### config.mk
export PLATFORM = sky130hd
export DESIGN_NAME = wp_seq_decoder
export DESIGN_NICKNAME = d
export VERILOG_FILES = /design/src/rtl/wp_pkg.sv /design/src/rtl/wp_cmd_match.sv /design/src/rtl/wp_prot_state.sv /design/src/rtl/wp_id_ctrl.sv /design/src/rtl/wp_seq_decoder.sv
export SDC_FILE = /design/constraint.sdc
export NUM_CORES = 1
export LEC_CHECK = 0
export CORE_ASPECT_RATIO = 1.5
export CORE_MARGIN = 1
export CORE_UTILIZATION = 39
export DETAILED_ROUTE_END_ITERATION = 10
export PLACE_DENSITY = 0.76
export SLEW_MARGIN = 40
export SYNTH_ARGS = -nofsm -noshare
export SYNTH_HDL_FRONTEND = slang
export SYNTH_HIERARCHICAL = 1
export SYNTH_SLANG_ARGS = --single-unit
### constraint.sdc
create_clock -name clk_i -period 1.9 [get_ports clk_i]
set_input_delay 0.38 -clock clk_i [delete_from_list [all_inputs] [get_ports clk_i]]
set_output_delay 0.38 -clock clk_i [all_outputs]
set_load 0.01 [all_outputs]
### src/rtl/wp_pkg.sv
package wp_pkg;
  localparam int DW     = 8;
  localparam int CMD_AW = 15;

  localparam logic [CMD_AW-1:0] A_MAGIC0 = 15'h5555;
  localparam logic [CMD_AW-1:0] A_MAGIC1 = 15'h2AAA;

  localparam logic [DW-1:0] D_KEY0  = 8'hAA;
  localparam logic [DW-1:0] D_KEY1  = 8'h55;
  localparam logic [DW-1:0] D_UNLK  = 8'hA0;
  localparam logic [DW-1:0] D_EXT   = 8'h80;
  localparam logic [DW-1:0] D_DISA  = 8'h20;
  localparam logic [DW-1:0] D_IDIN  = 8'h90;
  localparam logic [DW-1:0] D_IDOUT = 8'hF0;

  typedef enum logic [3:0] {
    M_IDLE, M_K0, M_K1, M_EXT, M_K2, M_K3, M_UNL, M_DIS, M_DONE
  } mstate_e;
endpackage

### src/rtl/wp_cmd_match.sv
module wp_cmd_match
  import wp_pkg::*;
(
  input  logic              clk_i,
  input  logic              rst_ni,
  input  logic              clr_i,
  input  logic              load_i,
  input  logic [CMD_AW-1:0] addr_i,
  input  logic [DW-1:0]     data_i,
  output logic              has_data_o,
  output logic              unl_o,
  output logic              dis_o,
  output logic              id_req_o,
  output logic              id_val_o
);
  mstate_e st_q, st_d;
  logic    data_q, data_d;
  logic    hit0, hit1;

  assign hit0 = (addr_i == A_MAGIC0);
  assign hit1 = (addr_i == A_MAGIC1);

  always_comb begin
    st_d     = st_q;
    data_d   = data_q;
    id_req_o = 1'b0;
    id_val_o = 1'b0;
    if (load_i && !data_q) begin
      unique case (st_q)
        M_IDLE: if (hit0 && data_i == D_KEY0) st_d = M_K0;
                else data_d = 1'b1;
        M_K0: if (hit1 && data_i == D_KEY1) st_d = M_K1;
              else begin st_d = M_IDLE; data_d = 1'b1; end
        M_K1: begin
          if (hit0 && data_i == D_UNLK) st_d = M_UNL;
          else if (hit0 && data_i == D_EXT) st_d = M_EXT;
          else if (hit0 && data_i == D_IDIN) begin
            st_d = M_DONE; id_req_o = 1'b1; id_val_o = 1'b1;
          end else if (hit0 && data_i == D_IDOUT) begin
            st_d = M_DONE; id_req_o = 1'b1;
          end else begin st_d = M_IDLE; data_d = 1'b1; end
        end
        M_EXT: if (hit0 && data_i == D_KEY0) st_d = M_K2;
               else begin st_d = M_IDLE; data_d = 1'b1; end
        M_K2: if (hit1 && data_i == D_KEY1) st_d = M_K3;
              else begin st_d = M_IDLE; data_d = 1'b1; end
        M_K3: if (hit0 && data_i == D_DISA) st_d = M_DIS;
              else begin st_d = M_IDLE; data_d = 1'b1; end
        default: data_d = 1'b1;
      endcase
    end
  end

  always_ff @(posedge clk_i or negedge rst_ni) begin
    if (!rst_ni) begin
      st_q   <= M_IDLE;
      data_q <= 1'b0;
    end else if (clr_i) begin
      st_q   <= M_IDLE;
      data_q <= 1'b0;
    end else begin
      st_q   <= st_d;
      data_q <= data_d;
    end
  end

  assign has_data_o = data_q;
  assign unl_o      = (st_q == M_UNL);
  assign dis_o      = (st_q == M_DIS);
endmodule

### src/rtl/wp_prot_state.sv
module wp_prot_state (
  input  logic clk_i,
  input  logic rst_ni,
  input  logic fac_init_i,
  input  logic go_i,
  input  logic end_i,
  input  logic has_data_i,
  input  logic unl_i,
  input  logic dis_i,
  output logic prot_o,
  output logic store_o,
  output logic dummy_o
);
  logic prot_q, store_q, dummy_q, pend_en_q, pend_dis_q;
  logic active, auth;

  assign active = store_q | dummy_q;
  assign auth   = unl_i | dis_i;

  always_ff @(posedge clk_i or negedge rst_ni) begin
    if (!rst_ni) begin
      store_q    <= 1'b0;
      dummy_q    <= 1'b0;
      pend_en_q  <= 1'b0;
      pend_dis_q <= 1'b0;
    end else if (active && end_i) begin
      store_q    <= 1'b0;
      dummy_q    <= 1'b0;
      pend_en_q  <= 1'b0;
      pend_dis_q <= 1'b0;
    end else if (!active && go_i && has_data_i) begin
      store_q    <= !prot_q || auth;
      dummy_q    <= prot_q && !auth;
      pend_en_q  <= unl_i;
      pend_dis_q <= dis_i;
    end
  end

  // persistent flag: only factory init clears it, not the power-on reset
  always_ff @(posedge clk_i) begin
    if (fac_init_i)                      prot_q <= 1'b0;
    else if (rst_ni && active && end_i) begin
      if (pend_dis_q)                    prot_q <= 1'b0;
      else if (pend_en_q)                prot_q <= 1'b1;
    end
  end

  assign prot_o  = prot_q;
  assign store_o = store_q;
  assign dummy_o = dummy_q;
endmodule

### src/rtl/wp_id_ctrl.sv
module wp_id_ctrl
  import wp_pkg::*;
#(
  parameter int          PAUSE_CYC = 32,
  parameter logic [7:0]  MFR_CODE  = 8'h1F,
  parameter logic [7:0]  DEV_CODE  = 8'h5D
) (
  input  logic          clk_i,
  input  logic          rst_ni,
  input  logic          id_req_i,
  input  logic          id_val_i,
  input  logic          rd_a0_i,
  input  logic [DW-1:0] arr_data_i,
  output logic          id_mode_o,
  output logic [DW-1:0] rd_data_o
);
  localparam int CW = $clog2(PAUSE_CYC + 1);
  localparam logic [CW-1:0] PAUSE_LD = CW'(PAUSE_CYC);

  logic [CW-1:0] cnt_q;
  logic          pend_q, id_q;

  always_ff @(posedge clk_i or negedge rst_ni) begin
    if (!rst_ni) begin
      cnt_q  <= '0;
      pend_q <= 1'b0;
      id_q   <= 1'b0;
    end else if (id_req_i) begin
      cnt_q  <= PAUSE_LD;
      pend_q <= id_val_i;
    end else if (cnt_q != '0) begin
      cnt_q <= cnt_q - 1'b1;
      if (cnt_q == CW'(1)) id_q <= pend_q;
    end
  end

  assign id_mode_o = id_q;
  assign rd_data_o = id_q ? (rd_a0_i ? DEV_CODE : MFR_CODE) : arr_data_i;
endmodule

### src/rtl/wp_seq_decoder.sv
module wp_seq_decoder
  import wp_pkg::*;
#(
  parameter int         ADDR_W    = 16,
  parameter int         PAUSE_CYC = 32,
  parameter logic [7:0] MFR_CODE  = 8'h1F,
  parameter logic [7:0] DEV_CODE  = 8'h5D
) (
  input  logic              clk_i,
  input  logic              rst_ni,
  input  logic              fac_init_i,
  input  logic              load_i,
  input  logic [ADDR_W-1:0] addr_i,
  input  logic [DW-1:0]     data_i,
  input  logic              prog_go_i,
  input  logic              prog_end_i,
  input  logic              rd_a0_i,
  input  logic [DW-1:0]     arr_data_i,
  output logic [DW-1:0]     rd_data_o,
  output logic              prot_o,
  output logic              id_mode_o,
  output logic              prog_store_o,
  output logic              prog_dummy_o
);
  logic has_data, unl, dis, id_req, id_val;

  generate
    if (ADDR_W > CMD_AW) begin : g_hi
      logic unused_addr_hi;
      assign unused_addr_hi = ^addr_i[ADDR_W-1:CMD_AW];
    end
  endgenerate

  wp_cmd_match u_match (
    .clk_i      (clk_i),
    .rst_ni     (rst_ni),
    .clr_i      (prog_go_i),
    .load_i     (load_i),
    .addr_i     (addr_i[CMD_AW-1:0]),
    .data_i     (data_i),
    .has_data_o (has_data),
    .unl_o      (unl),
    .dis_o      (dis),
    .id_req_o   (id_req),
    .id_val_o   (id_val)
  );

  wp_prot_state u_prot (
    .clk_i      (clk_i),
    .rst_ni     (rst_ni),
    .fac_init_i (fac_init_i),
    .go_i       (prog_go_i),
    .end_i      (prog_end_i),
    .has_data_i (has_data),
    .unl_i      (unl),
    .dis_i      (dis),
    .prot_o     (prot_o),
    .store_o    (prog_store_o),
    .dummy_o    (prog_dummy_o)
  );

  wp_id_ctrl #(
    .PAUSE_CYC (PAUSE_CYC),
    .MFR_CODE  (MFR_CODE),
    .DEV_CODE  (DEV_CODE)
  ) u_id (
    .clk_i      (clk_i),
    .rst_ni     (rst_ni),
    .id_req_i   (id_req),
    .id_val_i   (id_val),
    .rd_a0_i    (rd_a0_i),
    .arr_data_i (arr_data_i),
    .id_mode_o  (id_mode_o),
    .rd_data_o  (rd_data_o)
  );
endmodule

* After elaboration in Yosys (flattened, before gate mapping)
Index checks and enable logic that the tools add are counted. W data, S select, Z words.
Word-level totals: bits in registers 18, bits of input ports 39, output and inout port bits 12
Cells by class: add/sub/neg operators 1, eq/ne operators 25, mux-type cells 47, bitwise operators 3, reductions and logical operators 32
Operators with widths (count):
- $eq A8 B8 Y1 const B | 5
- $mux W1 | 30
- $mux W4 | 7
- $pmux W4 S6 | 1
- $ne A3 B3 Y1 const B | 7
- $eq A4 B3 Y1 const B | 4
- $eq A15 B14 Y1 const B | 1
- $eq A15 B15 Y1 const B | 1
- $logic_and A1 B1 Y1 | 14
- $mux W6 | 2
- $mux W3 | 3
- $eq A4 B2 Y1 const B | 2
- $eq A8 B6 Y1 const B | 1
- $eq A8 B7 Y1 const B | 1
- $mux W8 | 1
- $reduce_and A8 Y1 | 1
- $reduce_bool A2 Y1 | 4
- $mux W7 | 1
- $reduce_bool A7 Y1 | 1
- $eq A6 B1 Y1 const B | 1
- $reduce_and A3 Y1 | 2
- $reduce_bool A6 Y1 | 1
- $sub A6 B1 Y6 const B | 1
- $eq A4 B1 Y1 const B | 1
- other kinds (10) | 15

* Depth between registers and ports, before layout
Gate-level depths: netlist of run 1.
depth in word-level cells 10, gate-level depth with buffers 9

* Hierarchy
The synthesis of run 1 kept the hierarchy.
Modules (own cells, without submodules):
- wp_cmd_match | instances 1, cells each 73, area each 578.1 um^2, seq. area each 125.1 um^2
- wp_id_ctrl | instances 1, cells each 48, area each 484.2 um^2, seq. area each 200.2 um^2
- wp_prot_state | instances 1, cells each 19, area each 215.2 um^2, seq. area each 120.1 um^2

* Least setup slack after synthesis of run 1
Ideal clock, no wire load.
path type register to register, start point register u_match.st_q[2], end point register u_id.id_q, in the netlist u_id/id_mode_o, arrival 1.930 ns, path slack -0.155 ns, cell stages (with the launch flop) 10, path buffers 2, clock period less this slack 2.055 ns, cells stage by stage dfrtp_1 -> clkbuf_1 -> nand4bb_1 -> nor3_1 -> nand3b_1 -> nor2_1 -> clkbuf_1 -> nor2_1 -> nand3_1 -> mux2_2
On the way: longest elaborated chain between the ends 5
RTL lines:
- start: declaration | RTL line wp_cmd_match.sv:16 | mstate_e st_q, st_d;
- start signal: assignment | RTL line wp_cmd_match.sv:62 | st_q <= st_d;
- $eq A4 B2 Y1 | RTL line wp_cmd_match.sv:29 | unique case (st_q)
- $mux W1 | RTL line wp_cmd_match.sv:29
- $mux W1 | RTL line wp_cmd_match.sv:28 | if (load_i && !data_q) begin
- via id_req | RTL line wp_seq_decoder.sv:25 | logic has_data, unl, dis, id_req, id_val;
- $not A1 Y1 (no line)
- $reduce_and A3 Y1 (no line)
- end signal: assignment | RTL line wp_id_ctrl.sv:33 | if (cnt_q == CW'(1)) id_q <= pend_q;
- end: declaration | RTL line wp_id_ctrl.sv:21 | logic pend_q, id_q;
The timed path passes the listed nets, and every way through them passes these cells. A chain may end at the register's enable or synchronous reset.

* Worst setup path in the final report of run 1
start point input data_i[5], end point register u_match.data_q, in the netlist u_match/has_data_o
On the way: longest elaborated chain between the ends 4
RTL lines:
- start: declaration | RTL line wp_seq_decoder.sv:14 | input logic [DW-1:0] data_i,
- $eq A8 B6 Y1, or another cell as far along | RTL line wp_cmd_match.sv:47 | M_K3: if (hit0 && data_i == D_DISA) st_d = M_DIS;
- $logic_and A1 B1 Y1, or another cell as far along | RTL line wp_cmd_match.sv:47
- $ne A3 B3 Y1 (no line)
- $reduce_and A8 Y1 (no line) *
- end signal: assignment | RTL line wp_cmd_match.sv:63 | data_q <= data_d;
- end: declaration | RTL line wp_cmd_match.sv:17 | logic data_q, data_d;
Mark *: on every way between the ends. The rest lies on a longest branch, timed or not.

==> out/metrics.cfg, run 1 <==
[global_routing]
grt_pass1_wl_um=6870
antenna_found_initial=0
grt-ovfl-total=0
grt_max_degree=12
grt_pass1_vias=1566
grt_usage=0.251

[synthesis]
yosysSeqAreaShare=0.349
syn-cell-area_sq_mm=0.00128
yosysUniqueCellTypes=46
syn-num-nets=182
synthFlopType=dfrtp_1
async_flop_share=0.944
synth_seq_cells=18
synth_edf_count=0
yosys_warnings=6
syn_avg_cell_area_sq_um=9.12
syn_inst=140

[setup_path]
startpoint_type=input port
path_delay_family=simple AND/OR/NAND/NOR gates
crit_path_cell_trace=dlygate4sd2_1 > nand4bb_1 > or4_4 > nor2_4 > a32oi_2 > a32o_1
slowest_stage=or4_4
crit_path_end_kind=flip-flop
path_max_fanout=4
crit_path_max_incr_delay_ns=0.55
critical_path_required_ns=2.04
path_class=input port to flip-flop
arrival_ns=2.00
path_buf_inv=1

[timing]
fin_worst_skew_ns=0.00121
min_period_ns=1.86
max_freq_mhz=539
hold-worst-slack_ns=0.497
finalMaxSlewViolations=0
finalSetupViolCount=0
setup_tns_ns=0
slew_headroom=0.666
tightest_slew_ns=0.497
rsz0062_at_grt=false
fin_crit_sh=0.977
hold_viol_final=0

[place]
placed_area_sq_mm=0.00202
placed_cells=252
dp_hpwl_um=3450
portBuffers=49
place_congestion=0.905

[final_layout]
synthToLayoutAreaGrowth_pct=66.6
design_area_sq_mm=0.00213
drive_gt1_frac=0.307
stdcell_count=258
antenna_cells=0
nNetsFinal=261

[clocking]
clk_latency_ns=0.25
clk_pin_slew_ns=0.07
postCtsHoldBufs=0
tritoncts=yes
root_buffer=clkbuf_8
clockBufferDepth=2
h-tree-depth=1
clock-sinks=18
numCtsBuffers=3

[routing]
drt_iter0_drc=45
dr.pass1.iters=4
vias=1449
wl_um=4330
wl_per_cell_um=16.8
viasPerCell=5.62
ant_nets=0
drcViolationCount=0

[run_status]
outcome=finished, final reports clean

[pwr]
ir_worst_vdd_mv=0.390
p_leak_nw=0.897
power_density_mw_per_mm2=441
power_mw=0.939

[floorplan]
io_pins=51
rows=25
core_sq_mm=0.00313
die_h_um=72.1
die_w_um=48.7
start_util=0.408
die_area_sq_mm=0.00351

[run]
cap_violations=0

[min_path]
min_path_type=input port to asynchronous set/reset pin

## power breakdown
group          internal [mW]  switching, mW  leakage (nW)
sequential             0.395         0.0111         0.224
clock                  0.184          0.127        0.0288
combinational          0.132         0.0908         0.644
total                  0.710          0.229         0.897
## worst reg2reg max path: stages (launching register included)
cell	delay, ns
dfrtp_1	0.45
nand4bb_4	0.26
nor3_4	0.21
nand3b_1	0.14
nor2_2	0.13
buf_4	0.15
mux2_2	0.33
## cells in the mapped netlist, types with 2 or more instances
cell type	n	area, sq um
dfrtp_1	17	425
inv_1	6	22.5
nand4_1	4	25.0
xnor2_1	3	26.3
ha_1	3	37.5
or3_1	2	12.5
mux2_2	4	45.0
nor2_1	15	56.3
or2_2	5	31.3
nor3b_1	3	22.5
nand4bb_1	4	45.0
or4_4	2	22.5
nand4b_1	2	17.5
nand2_1	11	41.3
clkbuf_1	3	11.3
and4bb_2	3	37.5
nand2b_1	2	12.5
a32oi_1	2	17.5
a31oi_1	2	12.5
o31ai_1	2	15.0
nor2b_1	2	12.5
nor3_1	5	25.0
nor4_1	3	18.8
mux2i_1	3	30.0
a21oi_1	4	20.0
nand3b_1	2	15.0
or4_1	2	15.0
a311oi_1	2	17.5
o21ai_0	4	20.0
or3b_1	2	17.5
## registers in the layout (all words and copies together), names as in the netlist
signal and flops:
u_id/cnt_q 6, u_id/id_mode_o 1, u_id/pend_q 1, u_match/has_data_o 1, u_match/st_q 4, u_prot/dummy_o 1
u_prot/pend_dis_q 1, u_prot/pend_en_q 1, u_prot/prot_o 1, u_prot/store_o 1
## repair_timing
item | CTS | global route
setup endpoints to repair | 16 | 8
gates resized for setup | 43 | 12
buffers inserted | 1 | 1
pin swaps | 13 | 10
## cell type report
| class | count | area (sq um) |
|---|---|---|
| inverters | 6 | 22.5 |
| flip-flops and latches | 18 | 448 |
| clock buffers | 4 | 55.1 |
| repair buffers | 77 | 671 |
| fillers | 268 | 1000 |
| well taps | 40 | 50.0 |
| multi-input cells | 113 | 882 |
## cells in the final DEF (no fill, tap or decap), types with 2 or more instances in the layout
| cell | n |
|---|---|
| buf_4 | 28 |
| dlygate4sd2_1 | 22 |
| clkdlybuf4s50_1 | 19 |
| dfrtp_1 | 15 |
| nor2_1 | 14 |
| nand2_1 | 11 |
| inv_1 | 6 |
| or2_2 | 5 |
| clkbuf_8 | 4 |
| mux2_2 | 4 |
| a21oi_1 | 4 |
| nand4_1 | 4 |
| mux2i_1 | 3 |
| o21ai_0 | 3 |
| xnor2_1 | 3 |
| nor3_1 | 3 |
| ha_1 | 3 |
| and4bb_2 | 3 |
| nand4bb_1 | 3 |
| clkdlybuf4s15_1 | 2 |
| clkdlybuf4s15_2 | 2 |
| dlymetal6s2s_1 | 2 |
| nor2b_1 | 2 |
| or4_4 | 2 |
| or4_1 | 2 |
| nand3b_1 | 2 |
| nor4_1 | 2 |
| nor3b_1 | 2 |
| dfrtp_2 | 2 |
| nand4b_1 | 2 |
| nand2b_1 | 2 |
| o21ai_1 | 2 |
| a31oi_1 | 2 |
## cells by family after synthesis
group                    synth area share
buffers and inverters              0.0264
AO/OA/AOI/OAI                       0.142
XOR/XNOR                           0.0206
AND/OR/NAND/NOR                     0.374
multiplexers                       0.0588
flip-flops                          0.349
adder cells (fa/ha/maj)            0.0294
## worst paths after layout
check / startpoint / end / slack (ns) / cells after the start
worst max-delay path: data_i[5] / u_match/has_data_o$_DFFE_PN0P_ / 0.04 / 6
worst min-delay path: rst_ni / u_prot/pend_dis_q$_DFFE_PN0P_ / 0.50 / 2
worst max register to register: u_match/st_q[0]$_DFFE_PN0P_ / u_id/pend_q$_DFFE_PN0P_ / 0.12 / 6
worst min register to register: u_prot/pend_dis_q$_DFFE_PN0P_ / u_prot/prot_o$_SDFFE_PP0P_ / 0.50 / 1
max in group asynchronous: rst_ni / u_match/st_q[1]$_DFFE_PN0P_ / 1.21 / 2
min in group clk_i: u_prot/pend_dis_q$_DFFE_PN0P_ / u_prot/prot_o$_SDFFE_PP0P_ / 0.50 / 1
## metal layers
| layer | part of all wire | global-route usage | vias up |
|---|---|---|---|
| li1 | - | - | 691 |
| met1 | 0.37 | 0.243 | 700 |
| met2 | 0.57 | 0.506 | 48 |
| met3 | 0.035 | 0.0294 | 10 |
| met4 | 0.023 | 0.131 | 0 |
| met5 | 0 | 0 | - |
## through the flow
stage | worst slack [ns] | util
2_1_floorplan | -0.00533 | -
3_3_place_gp | -0.497 | 0.647
3_5_place_dp | -0.531 | 0.647
4_1_cts | 0.00205 | 0.664
5_1_grt | 0.00149 | 0.680
6_report | 0.0437 | 0.680
No activity file was read; power rests on OpenSTA's default activity.
==> run 2, diff against run 1 <==
Settings changed: REMOVE_ABC_BUFFERS from default to 1.
==> run 2 against run 1 <==
Compared with the run above:
- cell count is the same
- worst setup slack lost 0.050 ns
- non-clock buffer count is the same
- total power shrank 0.98%
- largest cell class unchanged
- core utilization shrank 0.92 points
- sequential power is essentially flat
- clock-buffer cell count is the same
- the run now ends with negative setup slack left
- sequential share of layout area grew 0.29 points
- wire length shrank 6.1%
==> out/metrics.cfg, run 2 (synthesis results as in run 1) <==
[place]
placed_area_sq_mm=0.00198  ; -2.2%
dp_slack_ns=-0.539  ; -0.00755 ns
place_congestion=1.01  ; +11%
portBuffers=49  ; unchanged
placed_cells=249  ; -1.2%
dp_hpwl_um=3060  ; -11%

[pwr]
p_leak_nw=0.921  ; +2.7%
power_density_mw_per_mm2=443  ; +0.38%
p_clk_frac=0.330  ; about the same
pwr-share-seq=0.438  ; +0.006
intPower_mw=0.710  ; -0.13%
swShare=0.237  ; -0.00648
power_mw=0.930  ; -0.98%
switchingPower_mw=0.220  ; -3.6%
ir_worst_vdd_mv=0.359  ; -8.0%
combinationalPowerShare=0.233  ; -0.004

[clocking]
clk_pin_slew_ns=0.07  ; about the same
postCtsHoldBufs=0  ; unchanged
tritoncts=yes
clk_latency_ns=0.25  ; about the same
root_buffer=clkbuf_8
clockBufferDepth=2  ; unchanged
numCtsBuffers=3  ; unchanged
h-tree-depth=1  ; unchanged
clock-sinks=18  ; unchanged

[setup_path]
path_delay_family=simple AND/OR/NAND/NOR gates
critical_path_required_ns=2.03  ; about the same
path_max_fanout=3  ; -1
crit_path_max_incr_delay_ns=0.54  ; about the same
arrival_ns=2.04  ; +0.04 ns
path_buf_inv=1  ; unchanged
path_class=input port to flip-flop
crit_path_end_kind=flip-flop
slowest_stage=or4_4
startpoint_type=input port
crit_path_cell_trace=dlygate4sd2_1 > or3_4 > or4_4 > and4_1 > a32o_1

[final_layout]
top_regs=u_id/cnt_q x6, u_match/st_q x4
drive_gt1_frac=0.298  ; -0.00917
top_register=u_id/cnt_q
design_area_sq_mm=0.00210  ; -1.4%
largest_reg_flops=6  ; unchanged
stdcell_count=258  ; unchanged
final_common_cell=buf_4
final_cell_mix=buf_4, dlygate4sd2_1, clkdlybuf4s50_1
multiInputGateArea_sq_um=851  ; -3.5%
fillerInstances=248  ; -7.5%
synthToLayoutAreaGrowth_pct=64.3
nNetsFinal=261  ; unchanged
antenna_cells=0  ; unchanged
seq_area_sq_um=448  ; unchanged
final_util=0.671  ; -0.00920

[global_routing]
antenna_found_initial=0  ; unchanged
grt_pass1_vias=1398  ; -11%
grt_usage=0.229  ; -0.0225
grt-ovfl-total=0  ; unchanged
grt_max_degree=12  ; unchanged
grt_pass1_wl_um=6310  ; -8.1%

[timing]
slew_headroom=0.736  ; +0.0705
finalSetupViolCount=1  ; +1
min_period_ns=1.91  ; +0.0495 ns
setup_ws_ns=-0.00582  ; -0.0495 ns
max_freq_mhz=525  ; -2.6%
hold_viol_final=0  ; unchanged
fin_worst_skew_ns=0.00102  ; -0.000191 ns
finalMaxSlewViolations=0  ; unchanged
tightest_slew_ns=0.392  ; -0.105 ns
fin_crit_sh=1.00  ; +0.0261

[routing]
viasPerCell=5.56  ; -0.97%
ant_nets=0  ; unchanged
vias=1435  ; -0.97%
wl_um=4070  ; -6.1%
dr.pass1.iters=4  ; unchanged
drt_iter0_drc=43  ; -4.4%
drcViolationCount=0  ; unchanged
wl_per_cell_um=15.8  ; -6.1%

[floorplan]
die_h_um=72.1  ; unchanged
io_pins=51  ; unchanged
core_sq_mm=0.00313  ; unchanged
rows=25  ; unchanged
start_util=0.408  ; unchanged
die_area_sq_mm=0.00351  ; unchanged
die_w_um=48.7  ; unchanged

[run_status]
failed_checks=negative setup slack
outcome=finished, violations left

[min_path]
min_path_type=input port to asynchronous set/reset pin

[run]
cap_violations=0  ; unchanged

==> run 2: cell count changes in the layout (fill, tap and decap cells not counted), moves of 2 or more <==
cell             before  now
dlymetal6s2s_1        2    6
buf_2                 1    3
clkdlybuf4s15_1       2    0
clkdlybuf4s15_2       2    0
==> run 2: power by group through the flow <==
| stage | combinational (mW) | sequential (mW) | clock, mW |
|---|---|---|---|
| after global placement | 0.224 | 0.413 | 0 |
| final | 0.216 | 0.407 | 0.307 |
| after floorplan | 0.0629 | 0.416 | 0 |
| after CTS | 0.215 | 0.406 | 0.312 |
| after detailed placement | 0.228 | 0.413 | 0 |
| after global routing | 0.231 | 0.409 | 0.343 |
==> run 2: through the flow <==
stage / setup TNS (ns) / hold slack [ns]
2_1_floorplan: -0.127 / 0.0844
3_3_place_gp: -4.37 / 0.451
3_5_place_dp: -4.80 / 0.467
4_1_cts: -0.0333 / 0.477
5_1_grt: -0.00211 / 0.486
6_report: -0.00582 / 0.468
==> run 2: metal layers <==
layer | wire length (um) | vias to the layer above | track usage
li1 | - | 687 | -
met1 | 1490 | 677 | 0.249
met2 | 2250 | 56 | 0.432
met3 | 186 | 15 | 0.0273
met4 | 145 | 0 | 0.111
met5 | 0 | - | 0
==> run 2: final timing paths <==
check,startpoint,endpoint,slack [ns],cells after the start
max in group asynchronous,rst_ni,u_id/id_mode_o$_DFFE_PN0P_,1.25,2
setup / recovery,data_i[6],u_match/has_data_o$_DFFE_PN0P_,-0.006,5
min in group clk_i,u_prot/pend_dis_q$_DFFE_PN0P_,u_prot/prot_o$_SDFFE_PP0P_,0.48,1
setup reg to reg,u_match/st_q[1]$_DFFE_PN0P_,u_match/has_data_o$_DFFE_PN0P_,0.08,6
hold reg to reg,u_prot/pend_dis_q$_DFFE_PN0P_,u_prot/prot_o$_SDFFE_PP0P_,0.48,1
hold / removal,rst_ni,u_prot/dummy_o$_DFFE_PN0P_,0.47,2
==> run 2: cell type report <==
class / instances / share of cell area
Sequential cell: 18 / 0.213
Inverter: 6 / 0.0107
Clock buffer: 4 / 0.0262
Tap cell: 40 / 0.0238
Timing Repair Buffer: 77 / 0.321
Multi-Input combinational cell: 113 / 0.405
==> run 2: what timing repair did <==
| item | 4_1_cts | 5_1_grt |
|---|---|---|
| resized for setup | 46 | 11 |
| hold endpoints to repair | 0 | 0 |
| pin swaps | 17 | 5 |
| setup buffers | 3 | 2 |
| endpoints found under the setup margin | 17 | 15 |
